### src/rtl/hsw_pkg.sv
// Shared types for the hot-swap connect sequencer.
// Assumes: the state code values are visible on the block's phase output.
package hsw_pkg;
    typedef enum logic [1:0] {
        ST_LOCK  = 2'd0,
        ST_INIT  = 2'd1,
        ST_WATCH = 2'd2,
        ST_LINK  = 2'd3
    } hsw_state_e;
endpackage

### src/rtl/hsw_cycle_timer.sv
// Saturating cycle counter shared by the init and idle delays.
// Assumes: clr has priority over inc; count never wraps.
module hsw_cycle_timer #(
    parameter int MAX_COUNT = 255,
    localparam int CW = $clog2(MAX_COUNT + 1)
) (
    input  logic          clk,
    input  logic          rst_n,
    input  logic          clr,
    input  logic          inc,
    output logic [CW-1:0] count
);
    // Count up while inc is held, stop at MAX_COUNT, clear on request.
    always_ff @(posedge clk) begin
        if (!rst_n || clr)
            count <= '0;
        else if (inc && count != CW'(MAX_COUNT))
            count <= count + 1'b1;
    end

    AST_CNT_BOUND: assert property (@(posedge clk) disable iff (!rst_n)
        count <= CW'(MAX_COUNT));
    AST_CLR_ZERO: assert property (@(posedge clk) disable iff (!rst_n)
        clr |=> count == '0);
endmodule

### src/rtl/hsw_stop_detect.sv
// Detects a STOP on the backplane pair: data rises while clock stays HIGH.
// Assumes: inputs are already synchronous samples of the line levels.
module hsw_stop_detect (
    input  logic clk,
    input  logic rst_n,
    input  logic bp_data,
    input  logic bp_clock,
    output logic stop_seen
);
    logic data_q;
    logic clock_q;

    // Keep the previous sample of both backplane lines (idle HIGH after reset).
    always_ff @(posedge clk) begin
        if (!rst_n) begin
            data_q  <= 1'b1;
            clock_q <= 1'b1;
        end else begin
            data_q  <= bp_data;
            clock_q <= bp_clock;
        end
    end

    // Rising data with clock HIGH on both samples.
    always_comb stop_seen = !data_q && bp_data && clock_q && bp_clock;
endmodule

### src/rtl/hsw_connect_seq.sv
// Top: lockout -> init (precharge) -> watch for idle/STOP -> connected.
// Assumes: supply flags already carry comparator hysteresis; line inputs
// are synchronous samples; INIT_CYCLES and IDLE_CYCLES are at least 1.
module hsw_connect_seq
    import hsw_pkg::*;
#(
    parameter int INIT_CYCLES = 16,
    parameter int IDLE_CYCLES = 12,
    localparam int CNT_MAX = (INIT_CYCLES > IDLE_CYCLES) ? INIT_CYCLES : IDLE_CYCLES,
    localparam int CW = $clog2(CNT_MAX + 1)
) (
    input  logic       clk,
    input  logic       rst_n,
    input  logic       supply_a_ok,
    input  logic       supply_b_ok,
    input  logic       bp_data,
    input  logic       bp_clock,
    input  logic       card_data,
    input  logic       card_clock,
    input  logic       boost_ctl,
    output logic       link_on,
    output logic       boost_en,
    output logic       precharge_en,
    output logic [1:0] phase
);
    hsw_state_e    st, nxt;
    logic          power_ok;
    logic          all_high;
    logic          stop_seen;
    logic          tmr_clr;
    logic          tmr_inc;
    logic [CW-1:0] tmr_cnt;

    hsw_stop_detect u_stop (
        .clk       (clk),
        .rst_n     (rst_n),
        .bp_data   (bp_data),
        .bp_clock  (bp_clock),
        .stop_seen (stop_seen)
    );

    hsw_cycle_timer #(.MAX_COUNT(CNT_MAX)) u_timer (
        .clk   (clk),
        .rst_n (rst_n),
        .clr   (tmr_clr),
        .inc   (tmr_inc),
        .count (tmr_cnt)
    );

    // Qualifiers shared by the next-state logic.
    always_comb begin
        power_ok = supply_a_ok && supply_b_ok;
        all_high = bp_data && bp_clock && card_data && card_clock;
    end

    // Next state; supply loss overrides every other condition.
    always_comb begin
        nxt = st;
        if (!power_ok)
            nxt = ST_LOCK;
        else begin
            unique case (st)
                ST_LOCK:  nxt = ST_INIT;
                ST_INIT:  if (tmr_cnt == CW'(INIT_CYCLES - 1)) nxt = ST_WATCH;
                ST_WATCH: if (all_high && (stop_seen || tmr_cnt == CW'(IDLE_CYCLES - 1)))
                              nxt = ST_LINK;
                ST_LINK:  nxt = ST_LINK;
            endcase
        end
    end

    // Timer control: restart on any state change or any LOW while watching.
    always_comb begin
        tmr_clr = (nxt != st) || (st == ST_WATCH && !all_high);
        tmr_inc = (st == ST_INIT) || (st == ST_WATCH);
    end

    // State register with synchronous reset into lockout.
    always_ff @(posedge clk) begin
        if (!rst_n) st <= ST_LOCK;
        else        st <= nxt;
    end

    // Outputs decoded from state, accelerator path gated by boost_ctl.
    always_comb begin
        link_on      = (st == ST_LINK);
        boost_en     = (st == ST_LINK) && boost_ctl;
        precharge_en = (st == ST_INIT) || (st == ST_WATCH) || (st == ST_LINK && !boost_ctl);
        phase        = st;
    end

    AST_LOSS_LOCKS: assert property (@(posedge clk) disable iff (!rst_n)
        !(supply_a_ok && supply_b_ok) |=> phase == 2'd0 && !link_on && !boost_en);
    AST_POWER_STARTS: assert property (@(posedge clk) disable iff (!rst_n)
        (phase == 2'd0 && supply_a_ok && supply_b_ok) |=> phase == 2'd1);
    AST_LINK_FROM_WATCH: assert property (@(posedge clk) disable iff (!rst_n)
        $rose(link_on) |-> $past(phase) == 2'd2);
    AST_STOP_LINKS: assert property (@(posedge clk) disable iff (!rst_n)
        (phase == 2'd2 && stop_seen && all_high && supply_a_ok && supply_b_ok) |=> link_on);
    AST_BOOST_GATED: assert property (@(posedge clk) disable iff (!rst_n)
        boost_en |-> boost_ctl && link_on);
    AST_PRE_IN_INIT: assert property (@(posedge clk) disable iff (!rst_n)
        phase == 2'd1 |-> precharge_en && !link_on);
endmodule

### config.mk
export PLATFORM = sky130hd
export DESIGN_NAME = hsw_connect_seq
export DESIGN_NICKNAME = d
export VERILOG_FILES = /design/src/rtl/hsw_pkg.sv /design/src/rtl/hsw_cycle_timer.sv /design/src/rtl/hsw_stop_detect.sv /design/src/rtl/hsw_connect_seq.sv
export SDC_FILE = /design/constraint.sdc
export NUM_CORES = 1
export LEC_CHECK = 0
export ABC_AREA = 0
export BUFFER_PORTS_ARGS = -buffer_cell sky130_fd_sc_hd__buf_2
export CAP_MARGIN = 20
export CORE_AREA = 2 2 39 41
export DETAILED_ROUTE_END_ITERATION = 10
export DIE_AREA = 0 0 41 43
export PLACE_DENSITY_LB_ADDON = 0.1
export REMOVE_ABC_BUFFERS = 1
export SKIP_LAST_GASP = 1
export SLEW_MARGIN = 40
export SYNTH_ARGS = -nofsm -noshare
export SYNTH_HDL_FRONTEND = slang
export SYNTH_SLANG_ARGS = --single-unit
### constraint.sdc
create_clock -name clk -period 3.1 [get_ports clk]
set_clock_uncertainty 0.05 [all_clocks]
set_input_delay 0.62 -clock clk [delete_from_list [all_inputs] [get_ports clk]]
set_output_delay 0.62 -clock clk [all_outputs]
set_load 0.005 [all_outputs]
==> results.md, run 1 <==
* Status: finished clean
* Hold Fails Final Rpt at 0
* Worst Setup End Kind: primary output
* Worst Tran Pin Value at 395 ps
* Die W at roughly 41 um
* Vias per cell at ~5.2
* Total Neg Setup Slack at 0 ps
* Io pins at 14
* Die ar. at roughly 0.0018 mm2
* Nets at 100
* Routed via count at 511
* Vias in the first global route at 437
* Maximum vdd drop at ~0.00016 V
* Setup bufs post-CTS at 0
* Worst Path Required at 2430 ps
* Post-cts resize count at 0
* First-pass GRT wire length at 1830 um
* Starting Density at 42.5%
* Worst Setup Start Kind: flip-flop
* CTS max path bufs at 2
* CTS tree: done
* Final wirelength at approximately 1100 um
* Met1 WL at 493 um
* Cts hold-fix bufs at 0
* Worst-skew pair later-pin latency at 260 ps
* Initial DRC count at 15
* # setup viols final at 0
* RSZ-0062 raised after global routing: false
* Largest net degree at the start of global routing at 8
* Crit-path max FO at 7
* GP Congestion at between 0.8 and 0.9
* Max Used Layer: met4
* Mapped Cells at 65
* Hold Crit Class: input port to flip-flop
* P&R area growth vs syn at 18.9%
* Final HPWL DP at 873 um
* Reg clk slew, reported paths at 60 ps
* Ant diodes at 0
* Rel. slew slack at 73.5%
* GRT overflow at 0
* Pre-CTS setup slack at about 1100 ps
* CTS Sinks at 9
* Min Hold Slack at 499 ps
* Pwr dens at approximately 340 mW/mm2
* Fin crit share at 70.7%
* Post-Syn Area at 588 um2
* CTS Root Buffer Type: clkbuf_4
* Post-route setup slack at 910 ps
* PortBufs at 13
* WS Path Type: flip-flop to primary output
* Number of synthesized register bits at 9
* H-tree lvl count at 1
* Synth Warn # at 0
* Crit path arrival time at roughly 1500 ps
* Chip height at 43 um
* Min-delay src: bp_data
* Critical R2R Launch: u_timer.count[1]
* Num CTS Buffers at 3
* Metal3 WL at 63 um
* Total GRT Usage at 15.6%
* Synthesized area per cell at just over 9 um2
* Core Area at 0.00138 mm2
* Minimum clock period after layout at between 2000 and 2500 ps
* Antenna viol nets, final at 0
* Row cnt at 14
* Worst Setup SP: phase[0]
* Share of cells above drive strength 1 at ~24%
* Post-synthesis cell type count at 27
* Initial antenna violation count at 0
* DRC violations left at 0
* Core Util, Final at 50.5%
* Slew Viols, Final at 0
* Leak pwr at 0.314 nW
* DRT Pass-1 Iters at 4
* Peak Freq at 0.457 GHz
* Average wire per standard cell at 10.8 um
* DR WL met2 at 487 um
* Max-Cap Viols at 0
* Sequential fraction of the synthesis area at 30.6%
==> layer usage <==
| metal | GRT usage (%) | up-vias |
|---|---|---|
| li1 | - | 265 |
| met1 | 19.5 | 223 |
| met2 | 23.1 | 19 |
| met3 | 4.71 | 4 |
| met4 | 8.00 | 0 |
| met5 | 0 | - |
==> Yosys cell counts, drive strengths merged <==
library cell | count | area, um2
inv | 10 | 37.5
dfxtp | 9 | 180
ha | 8 | 100
nor3 | 5 | 25.0
nand2 | 4 | 15.0
xnor2 | 4 | 35.0
a211oi | 3 | 27.5
and2 | 2 | 12.5
nand2b | 2 | 12.5
nor2 | 2 | 7.51
a21o | 1 | 7.51
a21oi | 1 | 5.00
a31oi | 1 | 6.26
a41oi | 1 | 16.3
and3 | 1 | 6.26
and4 | 1 | 8.76
mux2i | 1 | 10.0
nand3 | 1 | 5.00
nand3b | 1 | 7.51
nand4 | 1 | 6.26
o211ai | 1 | 7.51
o21ai | 1 | 5.00
o22ai | 1 | 6.26
o31ai | 1 | 12.5
o32ai | 1 | 16.3
xor2 | 1 | 8.76
==> sequential cells by signal, indices dropped and copies added (netlist names) <==
signal / cells
u_timer.count: 5
u_stop.clock_q: 1
u_stop.data_q: 1
phase: 2
==> report_power, final <==
group,internal (mW),switching (mW),leakage [nW]
clock,0.0495,0.0398,0.0150
sequential,0.119,0.00279,0.0734
combinational,0.0128,0.0136,0.225
==> through the flow <==
| stage | power [mW] | cells | cell area (um2) |
|---|---|---|---|
| floorplan | 0.141 | 65 | 588 |
| detailed placement | 0.151 | 94 | 673 |
| finish | 0.237 | 98 | 699 |
| CTS | 0.242 | 98 | 699 |
| global placement | 0.151 | 94 | 673 |
| global route | 0.251 | 98 | 699 |
==> area by class of cell <==
cell class / count / area, um2
Multi-Input combinational cell: 46 / 370
Sequential cell: 9 / 180
Tap cell: 16 / 20.0
Fill cell: 137 / 684
Clock buffer: 4 / 26.3
Timing Repair Buffer: 13 / 65.1
Inverter: 10 / 37.5
==> cell families (layout without fill, tap and decap cells) <==
family / count (synthesis) / after routing / synth area share, %
xor+xnor: 5 / 5 / 7.45
buf+inv: 10 / 27 / 6.38
compound gates: 12 / 12 / 18.7
mux: 1 / 1 / 1.70
simple gates: 20 / 20 / 18.1
flops: 9 / 9 / 30.6
fa+ha+maj: 8 / 8 / 17.0
==> worst paths after layout <==
path | endpoint | slack (ps) | cells after the start
setup / recovery | precharge_en | 910 | 4
hold / removal | u_stop.data_q | 500 | 2
setup reg to reg | u_timer.count[0] | 1080 | 8
hold reg to reg | u_timer.count[1] | 550 | 2
==> layout by cell type (no fill, tap or decap) <==
cell / n
and2_1: 2
mux2i_1: 1
nand3b_1: 1
nand4_1: 1
o31ai_2: 1
dfxtp_1: 9
nor2_1: 2
a41oi_2: 1
a21oi_1: 1
a31oi_1: 1
nand3_1: 1
clkbuf_1: 1
o211ai_1: 1
a211oi_2: 1
ha_1: 8
a211oi_1: 2
o22ai_1: 1
o21ai_0: 1
nand2b_1: 2
clkbuf_4: 3
and4_1: 1
nand2_1: 4
nor3_1: 5
o32ai_2: 1
a21o_1: 1
xnor2_1: 4
inv_1: 10
and3_1: 1
buf_2: 13
xor2_1: 1
==> worst max-delay path: stages (launching register included) <==
cell     delay [ps]
dfxtp_1         470
inv_1           130
ha_1            380
a21o_1          170
buf_2           120
No activity file was read; power rests on OpenSTA's default activity.
==> run 2: changes to the inputs <==
--- a/config.mk
+++ b/config.mk
@@ -5,7 +5,7 @@
 export SDC_FILE = /design/constraint.sdc
 export NUM_CORES = 1
 export LEC_CHECK = 0
-export ABC_AREA = 0
+export ABC_AREA = 1
 export BUFFER_PORTS_ARGS = -buffer_cell sky130_fd_sc_hd__buf_2
 export CAP_MARGIN = 20
 export CORE_AREA = 2 2 39 41
==> constraint.sdc (replaced) <==
create_clock -name clk -period 2.2 [get_ports clk]
set_clock_uncertainty 0.05 [all_clocks]
set_input_delay 0.44 -clock clk [delete_from_list [all_inputs] [get_ports clk]]
set_output_delay 0.44 -clock clk [all_outputs]
set_load 0.005 [all_outputs]
==> run 2 against run 1 <==
  * Utilization up 2.3 points
  * Critical endpoint unchanged
  * Largest power group unchanged
  * Non-clock buffer count unchanged
  * Sequential share of layout area down 1.1 points
  * Highest routed layer unchanged
  * Worst hold slack worse by 170 ps
  * Synthesized area up 5.3%
  * Clock-buffer cell count unchanged
  * Setup slack worse by 620 ps
  * Critical path depth up 1
  * Sequential power up 40%
  * Synthesized cell count up 40%
  * Routed wire length up 7.9%
==> results.md, run 2 <==
* Routed via count at 560 (+9.6%)
* Leak pwr at 0.374 nW (+19%)
* Max reg flops at 5 (unchanged)
* Average wire per standard cell at 9.24 um (-15%)
* Critical R2R Launch: u_timer.count[0]
* Min Hold Slack at 329 ps (-170 ps)
* DRC violations left at 0 (unchanged)
* Number of synthesized register bits at 9 (unchanged)
* WS Path Type: flip-flop to primary output
* R2r setup slk at 500 ps (-580 ps)
* Vias per cell at 4.52 (-13%)
* DRT Pass-1 Iters at 4 (unchanged)
* Worst Path Required at 1710 ps (-720 ps)
* Worst Setup End Kind: primary output
* Cts hold-fix bufs at 0 (unchanged)
* Post-Syn Area at 619 um2 (+5.3%)
* Min-delay src: bp_data
* Post-cts resize count at 0 (unchanged)
* Vias in the first global route at 504 (+15%)
* Largest Register: u_timer.count
* CTS Root Buffer Type: clkbuf_4
* Most common cell after layout, fill and taps aside: nand2_1
* Hold Fails Final Rpt at 0 (unchanged)
* Chip height at 43 um (unchanged)
* CTS max path bufs at 2 (unchanged)
* Most frequent cells in the layout: 20 x nand2_1, 15 x nor2_1, 14 x inv_1
* Final wirelength at 1150 um (+7.9%)
* Worst-skew pair later-pin latency at 260 ps (about the same)
* Initial antenna violation count at 0 (unchanged)
* Top cells by area, synth: dfxtp_1 29%, ha_1 16%, nand2_1 12%
* Share of cells above drive strength 1 at 25.0% (+0.61 points)
* Row cnt at 14 (unchanged)
* Core Util, Final at 52.8% (+2.3 points)
* CTS tree: done
* Minimum clock period after layout at 1910 ps
* RSZ-0062 raised after global routing: false
* Worst Tran Pin Value at 213 ps (-182 ps)
* Starting Density at 44.8% (+2.3 points)
* Total GRT Usage at 15.8% (+0.23 points)
* Worst reg-to-reg path cell count at 13 (+5)
* Worst Setup Start Kind: flip-flop
* Nets at 126 (+26%)
* GRT overflow at 0 (unchanged)
* Synthesized area per cell at 6.81 um2 (-25%)
* Largest area contributor in the netlist: dfxtp_1
* Initial DRC count at 2 (-13)
* Top FF cell, synth: dfxtp_1
* Core Area at 0.00138 mm2 (unchanged)
* Sequential fraction of the synthesis area at 29.1% (-1.5 points)
* Crit path arrival time at 1420 ps (-100 ps)
* Asr flop ratio synth at 0% (unchanged)
* Max-Cap Viols at 0 (unchanged)
* Power, Total at 0.331 mW (+40%)
* Status: finished clean
* Multi-input gate area at 372 um2 (+0.34%)
* Antenna viol nets, final at 0 (unchanged)
* Die W at 41 um (unchanged)
* Crit-path max FO at 6 (-1)
* Setup bufs post-CTS at 0 (unchanged)
* Top cells by count, synth: 20 x nand2_1, 15 x nor2_1, 14 x inv_1, 9 x dfxtp_1, 8 x ha_1
* Largest net degree at the start of global routing at 7 (-1)
* Mapped Cells at 91 (+40%)
* Hold Crit Class: input port to flip-flop
* Peak Freq at 0.525 GHz
* Worst R2R End: u_timer.count[4]
* Total Neg Setup Slack at 0 ps (unchanged)
* GP Congestion at 0.693 (-18%)
* EDFF count, synth at 0 (unchanged)
* PortBufs at 13 (unchanged)
* H-tree lvl count at 1 (unchanged)
* Synth top area share at 29.1% (-1.5 points)
* Die ar. at 0.00176 mm2 (unchanged)
* Post-synthesis cell type count at 18 (-33%)
* Hold Path End: u_stop.data_q
* Io pins at 14 (unchanged)
* Hold Crit Depth at 2 (unchanged)
* First-pass GRT wire length at 1820 um (-0.38%)
* Filler cells at 142 (+3.6%)
* Slew Viols, Final at 0 (unchanged)
* Maximum vdd drop at 0.000326 V (+110%)
* Rel. slew slack at 85.8% (+12 points)
* # setup viols final at 0 (unchanged)
* Fin crit share at 86.6%
* Pwr dens at 453 mW/mm2 (+34%)
* Num CTS Buffers at 3 (unchanged)
* Final HPWL DP at 986 um (+13%)
* P&R area growth vs syn at 18.0%
* Reg clk slew, reported paths at 60 ps (about the same)
* Storage element area at 180 um2 (unchanged)
* CTS Sinks at 9 (unchanged)
* Count leader, synth: nand2_1
* Synth Warn # at 0 (unchanged)
* Ant diodes at 0 (unchanged)
## run 2: changes by cell type after synthesis, moves of 4 or more
cell     change
inv_2        +4
nor3_1       -4
inv_1        +4
nor2_1      +13
xnor2_1      -4
nand2_1     +16
## run 2: per-layer routing
metal | vias up | share of wire (%) | global-route usage, % | wire [um]
met1 | 246 | 43 | 14.7 | 488
met5 | - | 0 | 0 | 0
met2 | 6 | 52 | 27.5 | 601
met4 | 0 | 0.87 | 6.00 | 10
met3 | 2 | 3.9 | 7.85 | 45
li1 | 306 | - | - | -
## run 2: final cells by class
type	instances	share of cell area, %
Inverter	18	9.25
Sequential cell	9	24.7
Multi-Input combinational cell	64	50.9
Timing Repair Buffer	13	8.90
Clock buffer	4	3.60
Tap cell	16	2.74
## run 2: worst max-delay path by stage
stage | start | endpoint | slack, ps | cells after the start
6_report | phase[0] | precharge_en | 290 | 5
5_1_grt | phase[0] | precharge_en | 210 | 5
4_1_cts | phase[0] | precharge_en | 270 | 5
3_5_place_dp | u_timer.count[0] | u_timer.count[4] | 490 | 13
3_3_place_gp | u_timer.count[0] | u_timer.count[4] | 490 | 13
2_1_floorplan | u_timer.count[0] | u_timer.count[4] | 660 | 13
## run 2: cell families (layout without fill, tap and decap cells)
kind of cell	after synthesis	in the layout	share of synthesized area (%)
DFF	9	9	29.1
adders and majority gates	8	8	16.2
xor gates and xnor gates	3	3	4.24
AOI/OAI and AO/OA	6	6	4.85
and+or+nand+nor	47	47	34.7
buffers and inverters	18	35	10.9
## run 2: power breakdown
part           switching [mW]  internal, mW
Combinational          0.0209        0.0164
Sequential            0.00344         0.167
Clock                  0.0534        0.0696
## run 2: worst max-delay path: stages, from the launching register on
cell,delay (ps)
dfxtp_1,430
inv_1,130
ha_1,340
inv_1,50
o21ai_0,70
buf_2,130
## run 2: through the flow
stage                     cell area (um2)  setup slack (ps)  instances
after floorplan                       619               663         91
after global placement                704               491        120
after detailed placement              704               486        120
after CTS                             731               268        124
after global routing                  731               205        124
final                                 731               294        124
